`config.mk`:
```
export PLATFORM = sky130hd
export DESIGN_NAME = ring_router
export DESIGN_NICKNAME = d
export VERILOG_FILES = /design/src/rtl/ring_router_pkg.sv /design/src/rtl/rr_in_latch.sv /design/src/rtl/rr_cpu_rd.sv /design/src/rtl/rr_age_arb.sv /design/src/rtl/rr_out_drv.sv /design/src/rtl/ring_router.sv
export SDC_FILE = /design/constraint.sdc
export NUM_CORES = 1
export LEC_CHECK = 0
export BUFFER_PORTS_ARGS = -buffer_cell sky130_fd_sc_hd__buf_2
export CORE_MARGIN = 3
export CORE_UTILIZATION = 45
export CTS_CLUSTER_SIZE = 14
export DETAILED_ROUTE_END_ITERATION = 10
export GPL_TIMING_DRIVEN = 0
export PLACE_DENSITY = 0.7
export SYNTH_ARGS = -nofsm -noshare
export SYNTH_HDL_FRONTEND = slang
export SYNTH_SLANG_ARGS = --single-unit
```
`constraint.sdc`:
```
create_clock -name clk_i -period 2.4 [get_ports clk_i]
set_input_delay 0.48 -clock clk_i [delete_from_list [all_inputs] [get_ports clk_i]]
set_output_delay 0.48 -clock clk_i [all_outputs]
set_load 0.03 [all_outputs]
```
`src/rtl/ring_router_pkg.sv`:
```
package ring_router_pkg;
  typedef enum logic [1:0] {DRV_IDLE, DRV_REQ, DRV_REL} drv_state_e;
  typedef enum logic {SRC_PASS, SRC_WRITE} src_e;
endpackage

```
`src/rtl/rr_in_latch.sv`:
```
module rr_in_latch #(
  parameter int DATA_W = 16,
  parameter int ID_W   = 3
) (
  input  logic              clk_i,
  input  logic              rst_ni,
  input  logic [ID_W-1:0]   node_id_i,
  input  logic              in_req_i,
  output logic              in_ack_o,
  input  logic [DATA_W-1:0] in_data_i,
  input  logic              clr_i,
  output logic              valid_o,
  output logic              local_o,
  output logic [DATA_W-1:0] word_o
);
  logic              valid_q, ack_q;
  logic [DATA_W-1:0] word_q;
  logic              accept;

  assign accept = in_req_i & ~ack_q & ~valid_q;

  always_ff @(posedge clk_i or negedge rst_ni) begin
    if (!rst_ni) begin
      valid_q <= 1'b0;
      ack_q   <= 1'b0;
      word_q  <= '0;
    end else begin
      if (accept) begin
        word_q <= in_data_i;
        ack_q  <= 1'b1;
      end else if (ack_q && !in_req_i) begin
        ack_q <= 1'b0;
      end
      if (clr_i)       valid_q <= 1'b0;
      else if (accept) valid_q <= 1'b1;
    end
  end

  assign in_ack_o = ack_q;
  assign valid_o  = valid_q;
  assign word_o   = word_q;
  assign local_o  = (word_q[DATA_W-1 -: ID_W] == node_id_i);
endmodule

```
`src/rtl/rr_cpu_rd.sv`:
```
module rr_cpu_rd #(
  parameter int DATA_W = 16
) (
  input  logic              clk_i,
  input  logic              rst_ni,
  input  logic              rd_req_i,
  input  logic              avail_i,
  input  logic [DATA_W-1:0] word_i,
  output logic              rd_ack_o,
  output logic [DATA_W-1:0] rdata_o,
  output logic              take_o
);
  logic              ack_q;
  logic [DATA_W-1:0] data_q;

  assign take_o = rd_req_i & ~ack_q & avail_i;

  always_ff @(posedge clk_i or negedge rst_ni) begin
    if (!rst_ni) begin
      ack_q  <= 1'b0;
      data_q <= '0;
    end else if (take_o) begin
      ack_q  <= 1'b1;
      data_q <= word_i;
    end else if (!rd_req_i) begin
      ack_q <= 1'b0;
    end
  end

  assign rd_ack_o = ack_q;
  assign rdata_o  = data_q;
endmodule

```
`src/rtl/rr_age_arb.sv`:
```
module rr_age_arb #(
  parameter int AGE_W = 4
) (
  input  logic clk_i,
  input  logic rst_ni,
  input  logic idle_i,
  input  logic pass_req_i,
  input  logic wr_req_i,
  output logic gnt_pass_o,
  output logic gnt_wr_o
);
  localparam logic [AGE_W-1:0] AGE_MAX = {AGE_W{1'b1}};

  logic [AGE_W-1:0] age_q [2];
  logic [1:0]       req, gnt;
  logic             pass_first;

  assign req        = {wr_req_i, pass_req_i};
  // older wins, tie goes to pass traffic
  assign pass_first = pass_req_i & (~wr_req_i | (age_q[0] >= age_q[1]));
  assign gnt[0]     = idle_i & pass_first;
  assign gnt[1]     = idle_i & wr_req_i & ~pass_first;

  for (genvar g = 0; g < 2; g++) begin : g_age
    always_ff @(posedge clk_i or negedge rst_ni) begin
      if (!rst_ni)                  age_q[g] <= '0;
      else if (!req[g] || gnt[g])   age_q[g] <= '0;
      else if (age_q[g] != AGE_MAX) age_q[g] <= age_q[g] + 1'b1;
    end
  end

  assign gnt_pass_o = gnt[0];
  assign gnt_wr_o   = gnt[1];
endmodule

```
`src/rtl/rr_out_drv.sv`:
```
module rr_out_drv
  import ring_router_pkg::*;
#(
  parameter int DATA_W = 16
) (
  input  logic              clk_i,
  input  logic              rst_ni,
  input  logic              gnt_pass_i,
  input  logic              gnt_wr_i,
  input  logic [DATA_W-1:0] pass_word_i,
  input  logic [DATA_W-1:0] wr_word_i,
  input  logic              wr_req_i,
  input  logic              out_ack_i,
  output logic              out_req_o,
  output logic [DATA_W-1:0] out_data_o,
  output logic              idle_o,
  output src_e              src_o,
  output logic              done_pass_o,
  output logic              wr_ack_o
);
  drv_state_e        state_q;
  src_e              src_q;
  logic [DATA_W-1:0] data_q;
  logic              wr_ack_q, done;

  assign done = (state_q == DRV_REQ) & out_ack_i;

  always_ff @(posedge clk_i or negedge rst_ni) begin
    if (!rst_ni) begin
      state_q <= DRV_IDLE;
      src_q   <= SRC_PASS;
      data_q  <= '0;
    end else begin
      unique case (state_q)
        DRV_IDLE: if (gnt_pass_i || gnt_wr_i) begin
          data_q  <= gnt_pass_i ? pass_word_i : wr_word_i;
          src_q   <= gnt_pass_i ? SRC_PASS : SRC_WRITE;
          state_q <= DRV_REQ;
        end
        DRV_REQ:  if (out_ack_i)  state_q <= DRV_REL;
        DRV_REL:  if (!out_ack_i) state_q <= DRV_IDLE;
        default:  state_q <= DRV_IDLE;
      endcase
    end
  end

  always_ff @(posedge clk_i or negedge rst_ni) begin
    if (!rst_ni)                         wr_ack_q <= 1'b0;
    else if (done && src_q == SRC_WRITE) wr_ack_q <= 1'b1;
    else if (!wr_req_i)                  wr_ack_q <= 1'b0;
  end

  assign out_req_o   = (state_q == DRV_REQ);
  assign out_data_o  = data_q;
  assign idle_o      = (state_q == DRV_IDLE);
  assign src_o       = src_q;
  assign done_pass_o = done & (src_q == SRC_PASS);
  assign wr_ack_o    = wr_ack_q;
endmodule

```
`src/rtl/ring_router.sv`:
```
module ring_router
  import ring_router_pkg::*;
#(
  parameter int DATA_W = 16,
  parameter int ID_W   = 3,
  parameter int AGE_W  = 4
) (
  input  logic              clk_i,
  input  logic              rst_ni,
  input  logic [ID_W-1:0]   node_id_i,
  input  logic              lnk_in_req_i,
  output logic              lnk_in_ack_o,
  input  logic [DATA_W-1:0] lnk_in_data_i,
  output logic              lnk_out_req_o,
  input  logic              lnk_out_ack_i,
  output logic [DATA_W-1:0] lnk_out_data_o,
  input  logic              cpu_rd_req_i,
  output logic              cpu_rd_ack_o,
  output logic [DATA_W-1:0] cpu_rdata_o,
  input  logic              cpu_wr_req_i,
  output logic              cpu_wr_ack_o,
  input  logic [DATA_W-1:0] cpu_wdata_i
);
  logic              valid, is_local, clr, take_rd, done_pass;
  logic              drv_idle, pass_req, wr_pend, gnt_pass, gnt_wr;
  logic [DATA_W-1:0] held_word;
  src_e              drv_src;

  assign clr = take_rd | done_pass;

  rr_in_latch #(.DATA_W(DATA_W), .ID_W(ID_W)) i_latch (
    .clk_i, .rst_ni, .node_id_i,
    .in_req_i (lnk_in_req_i),
    .in_ack_o (lnk_in_ack_o),
    .in_data_i(lnk_in_data_i),
    .clr_i    (clr),
    .valid_o  (valid),
    .local_o  (is_local),
    .word_o   (held_word)
  );

  rr_cpu_rd #(.DATA_W(DATA_W)) i_rd (
    .clk_i, .rst_ni,
    .rd_req_i(cpu_rd_req_i),
    .avail_i (valid & is_local),
    .word_i  (held_word),
    .rd_ack_o(cpu_rd_ack_o),
    .rdata_o (cpu_rdata_o),
    .take_o  (take_rd)
  );

  // a request already owning the driver does not compete again
  assign pass_req = valid & ~is_local & ~(~drv_idle & (drv_src == SRC_PASS));
  assign wr_pend  = cpu_wr_req_i & ~cpu_wr_ack_o & ~(~drv_idle & (drv_src == SRC_WRITE));

  rr_age_arb #(.AGE_W(AGE_W)) i_arb (
    .clk_i, .rst_ni,
    .idle_i    (drv_idle),
    .pass_req_i(pass_req),
    .wr_req_i  (wr_pend),
    .gnt_pass_o(gnt_pass),
    .gnt_wr_o  (gnt_wr)
  );

  rr_out_drv #(.DATA_W(DATA_W)) i_drv (
    .clk_i, .rst_ni,
    .gnt_pass_i (gnt_pass),
    .gnt_wr_i   (gnt_wr),
    .pass_word_i(held_word),
    .wr_word_i  (cpu_wdata_i),
    .wr_req_i   (cpu_wr_req_i),
    .out_ack_i  (lnk_out_ack_i),
    .out_req_o  (lnk_out_req_o),
    .out_data_o (lnk_out_data_o),
    .idle_o     (drv_idle),
    .src_o      (drv_src),
    .done_pass_o(done_pass),
    .wr_ack_o   (cpu_wr_ack_o)
  );
endmodule

```
======== Word level (Yosys, flattened, before mapping) ========
Cells that the tools add are included.
word-level totals
  output and inout port bits .............. 36
  bits in registers ....................... 63
  logic and storage cells ................. 87
  input bits .............................. 41
operators by class
  add/sub/neg operators ................... 2
  reduce and logical (&&, ||, !) cells .... 15
  magnitude comparators ................... 1
  eq/ne operators ......................... 10
  bitwise gates (word level) .............. 30
  muxes and demuxes ....................... 18
operators by type and width
  kind                   number
  $and A1 B1 Y1          17
  $mux W16               1
  $mux W4                4
  $not A1 Y1             11
  $mux W1                9
  $add A4 B1 Y4 const B  2
  $ne A2 B1 Y1 const B   4
  $ne A4 B4 Y1 const B   2
  $reduce_bool A2 Y1     4
  $mux W2                3
  $pmux W2 S3            1
  $ge A4 B4 Y1           1
  $eq A3 B3 Y1           1
  $logic_not A1 Y1       3
  $logic_or A1 B1 Y1     3
  $reduce_and A3 Y1      1
  $eq A2 B1 Y1 const B   1
  $eq A2 B2 Y1 const B   1
  $logic_and A1 B1 Y1    2
  $logic_not A2 Y1       1
  $ne A2 B2 Y1 const B   1
  $or A1 B1 Y1           2
  $reduce_and A2 Y1      1

======== Logic depth before layout (Yosys ltp) ========
Gate-level depths: netlist of run 1.
  depth in word-level cells ............... 13
  mapped depth ............................ 9
  depth with buffers taken out ............ 6

======== Hierarchy ========
From an unflattened synthesis of run 1, not the netlist that was laid out.
unflattened totals
  cell total of the unflattened synthesis .. 210
  area, all modules ....................... 3,034.2 sq um
modules (own cells, without submodules)
  module       times used  area each (sq um)  cells each
  rr_out_drv   1           1,017.2            68
  rr_in_latch  1           720.7              44
  rr_cpu_rd    1           681.9              37
  rr_age_arb   1           571.8              55
  ring_router  1           42.5               6

======== Least setup slack after synthesis of run 1 ========
Ideal clock, no wire load.
  path kind ............................... flip-flop to flip-flop
  start ................................... register i_arb.age_q[2] (netlist bit)
  end ..................................... register i_drv.data_q[10], in the netlist i_drv.out_data_o[10]
  slack ................................... 0.433 ns
  path buffers ............................ 3
  stages on the path, launching flop included .. 10
  period minus slack after synthesis ...... 1.967 ns
  arrival ................................. 1.832 ns
  path through ............................ dfrtp_1 > inv_1 > ha_1 > o211ai_1 > o21ai_0 > clkbuf_1 > a21o_1 > buf_2 > buf_4 > o221ai_2
between the ends
  longest elaborated chain between the ends .. 7
ends and longest elaborated chain
  what                                RTL line          source
  from (decl)                         rr_age_arb.sv:14  logic [AGE_W-1:0] age_q [2];
  from (signal, indexed assignment)   rr_age_arb.sv:26  if (!rst_ni) age_q[g] <= '0;
  from (signal, indexed assignment)   rr_age_arb.sv:27  else if (!req[g] || gnt[g]) age_q[g] <= '0;
  $ge A4 B4 Y1 *                      rr_age_arb.sv:20  assign pass_first = pass_req_i & (~wr_req_i | (age_q[0] >= age_q[1]));
  $or A1 B1 Y1 *                      rr_age_arb.sv:20
  $and A1 B1 Y1 *                     rr_age_arb.sv:20
  $not A1 Y1                          rr_age_arb.sv:22  assign gnt[1] = idle_i & wr_req_i & ~pass_first;
  $and A1 B1 Y1                       rr_age_arb.sv:22
  $logic_or A1 B1 Y1                  rr_out_drv.sv:35  DRV_IDLE: if (gnt_pass_i || gnt_wr_i) begin
  $reduce_and A2 Y1 (no source line)  n/a
  to (signal assigned)                rr_out_drv.sv:36  data_q <= gnt_pass_i ? pass_word_i : wr_word_i;
  to (decl)                           rr_out_drv.sv:23  logic [DATA_W-1:0] data_q;
Mark *: on every way between the ends. The rest lies on a longest branch, timed or not.
A chain may end at the register's enable or synchronous reset.

======== Final worst setup path of run 1 ========
Ends and elaborated chain as after synthesis.

==> flow_summary.json, run 1 <==
{
  "dp_cells": 400,
  "chipHeight_um": 87.45,
  "rsz0062_at_grt": "no",
  "hpwl_mm": 4.832,
  "finalHoldViolations": 0,
  "drt_iter0_drc": 140,
  "critPathLaunch": "i_arb.age_q[2]$_DFFE_PN0P_",
  "std_cell_rows": 29,
  "cts_setup_buffers": 0,
  "final.setup_skew_ns": 0.01186,
  "die-width_um": 87.45,
  "grt_pass1_vias": 2223,
  "synth.yosys.warnings": 0,
  "regArea_sq_mm": 0.001577,
  "reg2reg_to": "i_drv.out_data_o[10]$_DFFE_PN0P_",
  "crit_path_start_kind": "register",
  "routabilityCongestion": 0.7781,
  "maxSlewViolCount": 0,
  "fillCellCount": 567,
  "total_number_of_vias": 2238,
  "ys_ff_latch": 63,
  "path_category_of_the_worst_min_delay_check": "in2async",
  "routed_wl_mm": 6.427,
  "setup_tns_ns": 0,
  "ant_nets": 0,
  "num-nets-final": 381,
  "synth_cells": 247,
  "layout-drive-gt1-share_pct": 42.77,
  "finalSetupViolations": 0,
  "tightest_pin_transition_ns": 0.7830,
  "ff2ff_path_depth": 9,
  "worst_skew_pair.late_latency_ns": 0.35,
  "synth-seq-area-share_pct": 52.81,
  "wire_per_inst_um": 15.45,
  "max_cap_viol_count": 0,
  "track_usage_pct": 18.83,
  "vdd.ir_drop.worst_mv": 0.7011,
  "cts_num_sinks": 63,
  "power-per-cell-area_mw_per_mm2": 1499,
  "holdWs_ns": 0.2081,
  "worst_r2r_setup_slack_ns": 0.29,
  "initial_core_util_pct": 46.75,
  "route.detailed.drc": 0,
  "critPathArrivalTime_ns": 2.33,
  "crit_path_max_fanout": 10,
  "max_freq_ghz": 0.4735,
  "antenna-diode-count": 0,
  "static-leakage-power_nw": 1.752,
  "synth_edf_count": 0,
  "avgSynthCellArea_sq_um": 12.09,
  "grt_pass1_wl_mm": 10.81,
  "synth.distinct_cells": 39,
  "cp-end-kind": "register",
  "status": "finished, final reports clean",
  "ctsRootBufferMaster": "clkbuf_8",
  "cp-endpoint": "i_drv.out_data_o[10]$_DFFE_PN0P_",
  "max_slew_margin_pct": 47.80,
  "synth_area_sq_mm": 0.002985,
  "largest_net_degree_at_the_start_of_global_routing": 64,
  "layout_commonest_cell": "buf_2",
  "final_min_period_over_clock_period_pct": 88.01,
  "synth_fp_nets": 294,
  "worst_setup_hold_path_clk_slew_ns": 0.07,
  "floorplan.die_area_sq_mm": 0.007648,
  "setup.worst_path.class": "reg2reg",
  "drt-pass1-iter-count": 4,
  "ctsHtreeMaxLevel": 3,
  "via_per_inst": 5.380,
  "finalNonFillerCells": 416,
  "worst_r2r_startpoint": "i_arb.age_q[2]$_DFFE_PN0P_",
  "port_buffers": 76,
  "final.min_clock_period_ns": 2.112,
  "cts_tree": "yes",
  "cts_max_path_buffers": 2,
  "cts_made_buffers": 9,
  "mostFrequentLayoutCells": "buf_2, dfrtp_1, mux2_2, inv_1, nand2_1",
  "grt_antenna_before_repair": 0,
  "boundaryPins": 77,
  "core-area_sq_mm": 0.006386,
  "ys.flop_type": "dfrtp_1",
  "synthToLayoutAreaGrowth_pct": 22.93,
  "multi_input_comb_area_sq_mm": 0.001236,
  "postSynth.asyncResetShare_pct": 100.0,
  "timing.critical_path.required_ns": 2.62,
  "grt_overflow_total": 0
}
worst min path at each step:
stage / to / slack (ns)
floorplan: i_arb.age_q[0]$_DFFE_PN0P_ / 0.18
global placement: i_drv.wr_ack_o$_DFFE_PN0P_ / 0.47
detailed placement: i_drv.wr_ack_o$_DFFE_PN0P_ / 0.48
CTS: i_drv.out_data_o[14]$_DFFE_PN0P_ / 0.25
global route: i_drv.out_data_o[13]$_DFFE_PN0P_ / 0.27
finish: i_drv.out_data_o[14]$_DFFE_PN0P_ / 0.21
final cells by class:
type,count,share of cell area (%)
tap,77,2.625
inverter,24,2.455
clock inverter,7,2.182
timing repair buffer,76,10.43
multi-input combinational,145,33.69
clock buffer,9,3.375
buffer,15,2.284
sequential,63,42.96
routing by layer:
| metal | part of all wire, % | GRT usage (%) | vias to the layer above |
|---|---|---|---|
| met1 | 45 | 25.52 | 1077 |
| met2 | 47 | 27.88 | 71 |
| met4 | 1.4 | 6.416 | 0 |
| met5 | 0 | 0 | - |
| met3 | 6.4 | 6.906 | 5 |
| li1 | - | - | 1085 |
stage by stage:
step | setup slack (ns) | instance area, sq um | util (%) | total power, W
floorplan | 0.4332 | 2985 | - | 0.003860
global placement | 0.1206 | 3462 | 54.21 | 0.004514
detailed placement | 0.1199 | 3465 | 54.25 | 0.004587
CTS | 0.1283 | 3669 | 57.45 | 0.005537
global route | 0.1299 | 3670 | 57.46 | 0.005921
finish | 0.2879 | 3670 | 57.46 | 0.005501
power breakdown:
group / internal (W) / switching, W / total [W]
combinational: 0.00102 / 0.00164 / 0.00266
sequential: 0.00155 / 0.000350 / 0.00190
clock: 0.000490 / 0.000454 / 0.000944
registers in the layout (all words and copies together) (netlist names):
signal	cells
i_drv.state_q	2
i_latch.valid_o	1
i_rd.rd_ack_o	1
i_drv.out_data_o	16
i_latch.word_o	16
i_drv.wr_ack_o	1
i_rd.rdata_o	16
i_arb.age_q	8
i_latch.in_ack_o	1
i_drv.src_o	1
worst max-delay path, cell delays in order (launching register included):
cell and delay (ns):
dfrtp_1 0.40, inv_1 0.06, ha_1 0.27, o211ai_1 0.07, o21ai_0 0.21, clkbuf_2 0.28
a21o_1 0.14, buf_2 0.19, buf_4 0.24, o221ai_2 0.11
cell usage after synthesis (2+ instances only):
master / count / area [sq um]
o221ai_1: 7 / 61.31
a2111oi_0: 2 / 17.52
buf_2: 3 / 15.01
xnor2_1: 6 / 52.55
nand3_1: 6 / 30.03
o21ai_0: 3 / 15.01
nor2_1: 5 / 18.77
nand2_1: 20 / 75.07
o21a_1: 2 / 15.01
mux2i_1: 2 / 20.02
dfrtp_1: 63 / 1577
buf_6: 2 / 22.52
mux2_2: 32 / 360.4
inv_1: 24 / 90.09
o221ai_2: 9 / 135.1
clkbuf_1: 8 / 30.03
o2111ai_1: 16 / 140.1
a21o_1: 2 / 15.01
ha_1: 6 / 75.07
nor3_1: 8 / 40.04
nor2b_1: 2 / 12.51
buf_4: 2 / 15.01
cells by family after synthesis:
logic type,Yosys count,share of synthesized area (%)
flops,63,52.81
compound gates,51,16.64
simple gates,48,7.755
buf+inv,39,5.784
mux,34,12.74
xor+xnor,6,1.760
fa+ha+maj,6,2.515
repair_timing:
item                                   in CTS  in global routing
setup endpoints to repair                   0                  8
endpoints found under the hold margin       0                  0
gates resized for setup                     0                  2
hold buffers                                0                  0
Power figures use the tool's default switching activity.
==> run 2, diff against run 1 <==
--- a/config.mk
+++ b/config.mk
@@ -12,6 +12,7 @@
 export DETAILED_ROUTE_END_ITERATION = 10
 export GPL_TIMING_DRIVEN = 0
 export PLACE_DENSITY = 0.7
+export RECOVER_POWER = 50
 export SYNTH_ARGS = -nofsm -noshare
 export SYNTH_HDL_FRONTEND = slang
 export SYNTH_SLANG_ARGS = --single-unit
==> run 2 against run 1 <==
Largest power group unchanged. Clock power hardly changed. The run now ends with capacitance limit, slew limit left. Design area decreased by 0.58%. Via count fell by 0.36%. Register-to-register slack is essentially flat.
==> flow_summary.json, run 2 (synthesis results as in run 1) <==
{
  "status": "finished with violations",
  "failed_checks": "capacitance limit, slew limit",
  "cts_made_buffers": 9,
  "crit_path_start_kind": "register",
  "power-per-cell-area_mw_per_mm2": 1499,
  "ctsRootBufferMaster": "clkbuf_8",
  "hpwl_mm": 4.832,
  "worst_r2r_startpoint": "i_arb.age_q[2]$_DFFE_PN0P_",
  "ant_nets": 0,
  "largest_net_degree_at_the_start_of_global_routing": 64,
  "routabilityCongestion": 0.7781,
  "static-leakage-power_nw": 1.702,
  "finalSetupViolations": 0,
  "route.detailed.drc": 0,
  "tightest_pin_transition_ns": 1.545,
  "rsz0062_at_grt": "no",
  "track_usage_pct": 18.83,
  "grt_antenna_before_repair": 0,
  "wire_per_inst_um": 15.50,
  "max_cap_viol_count": 1,
  "pre_cts_setup_slack_ns": 0.1199,
  "cts_tree": "yes",
  "worstHoldStart": "lnk_in_data_i[9]",
  "layout-drive-gt1-share_pct": 38.35,
  "die-width_um": 87.45,
  "critPathLaunch": "i_arb.age_q[2]$_DFFE_PN0P_",
  "crit_path_max_fanout": 10,
  "regArea_sq_mm": 0.001577,
  "mostFrequentLayoutCells": "buf_2, dfrtp_1, mux2_2, inv_1, clkbuf_1",
  "drt_iter0_drc": 136,
  "path_category_of_the_worst_min_delay_check": "in2reg",
  "std_cell_rows": 29,
  "floorplan.die_area_sq_mm": 0.007648,
  "final_min_period_over_clock_period_pct": 87.83,
  "antenna-diode-count": 0,
  "final.setup_skew_ns": 0.01185,
  "num-nets-final": 381,
  "timing.critical_path.required_ns": 2.62,
  "grt_pass1_wl_mm": 10.81,
  "setup_tns_ns": 0,
  "cts_setup_buffers": 0,
  "cts_num_sinks": 63,
  "via_per_inst": 5.361,
  "synthToLayoutAreaGrowth_pct": 22.21,
  "worst_skew_pair.late_latency_ns": 0.35,
  "critPathArrivalTime_ns": 2.32,
  "drt-pass1-iter-count": 4,
  "port_buffers": 76,
  "setup_ws_ns": 0.2920,
  "cp-end-kind": "register",
  "worst_setup_hold_path_clk_slew_ns": 0.08,
  "max_freq_ghz": 0.4744,
  "cts_max_path_buffers": 2,
  "fillCellCount": 573,
  "multi_input_comb_area_sq_mm": 0.001236,
  "routed_wl_mm": 6.446,
  "ctsResizeCount": 0,
  "maxSlewViolCount": 64,
  "grt_pass1_vias": 2223,
  "total_number_of_vias": 2230,
  "boundaryPins": 77,
  "setup.worst_path.class": "reg2reg",
  "ctsHtreeMaxLevel": 3,
  "cts.hold.buffers_added": 0,
  "final.min_clock_period_ns": 2.108,
  "vdd.ir_drop.worst_mv": 0.6985,
  "grt_overflow_total": 0,
  "max_slew_margin_pct": -3.019,
  "initial_core_util_pct": 46.75,
  "finalHoldViolations": 0,
  "core-area_sq_mm": 0.006386,
  "chipHeight_um": 87.45
}
run 2: changes by cell type in the layout (fill, tap and decap cells not counted), sizes merged:
cell,change
buf,-16
clkbuf,+16
run 2: per-stage QoR:
step / cell area, sq um / std cells / util [%] / power [W] / hold slack [ns]
finish: 3649 / 416 / 57.13 / 0.005470 / 0.3593
floorplan: 2985 / 247 / - / 0.003860 / 0.1844
global route: 3649 / 416 / 57.13 / 0.005892 / 0.3370
global placement: 3462 / 400 / 54.21 / 0.004514 / 0.4700
detailed placement: 3465 / 400 / 54.25 / 0.004587 / 0.4806
CTS: 3669 / 416 / 57.45 / 0.005537 / 0.2510
run 2: cell type report:
class | instances | share of cell area, %
timing repair buffer | 76 | 9.911
tap | 77 | 2.641
multi-input combinational | 145 | 33.88
clock buffer | 9 | 3.395
inverter | 24 | 2.469
sequential | 63 | 43.21
buffer | 15 | 2.298
clock inverter | 7 | 2.195
run 2: critical path, cell delays in order (launching register included):
cell and delay [ns]:
dfrtp_1 0.41, inv_1 0.06, ha_1 0.27, o211ai_1 0.07, o21ai_0 0.21, clkbuf_2 0.28
a21o_1 0.14, buf_2 0.19, buf_4 0.24, o221ai_2 0.11
run 2: path summary, 6_finish.rpt:
| path | depth (start not counted) | slack (ns) | end |
|---|---|---|---|
| max | 9 | 0.29 | i_drv.out_data_o[10]$_DFFE_PN0P_ |
| min | 2 | 0.36 | i_latch.word_o[9]$_DFFE_PN0P_ |
| max reg2reg | 9 | 0.29 | i_drv.out_data_o[10]$_DFFE_PN0P_ |
| min reg2reg | 2 | 0.49 | i_drv.wr_ack_o$_DFFE_PN0P_ |
| max in group asynchronous | 1 | 0.96 | i_latch.in_ack_o$_DFFE_PN0P_ |
| min in group asynchronous | 1 | 0.51 | i_drv.out_data_o[14]$_DFFE_PN0P_ |
run 2: power by group:
| group | internal (W) | switching (W) |
|---|---|---|
| registers | 0.00155 | 0.000353 |
| logic | 0.000989 | 0.00164 |
| clock network | 0.000490 | 0.000455 |
run 2: metal layers:
layer | wire length, um | vias up | GRT usage (%) | share of wire [%]
met4 | 92 | 0 | 6.416 | 1.4
met3 | 386 | 5 | 6.906 | 6.0
met2 | 3051 | 61 | 27.88 | 47
met1 | 2916 | 1080 | 25.52 | 45
li1 | - | 1084 | - | -
met5 | 0 | - | 0 | 0
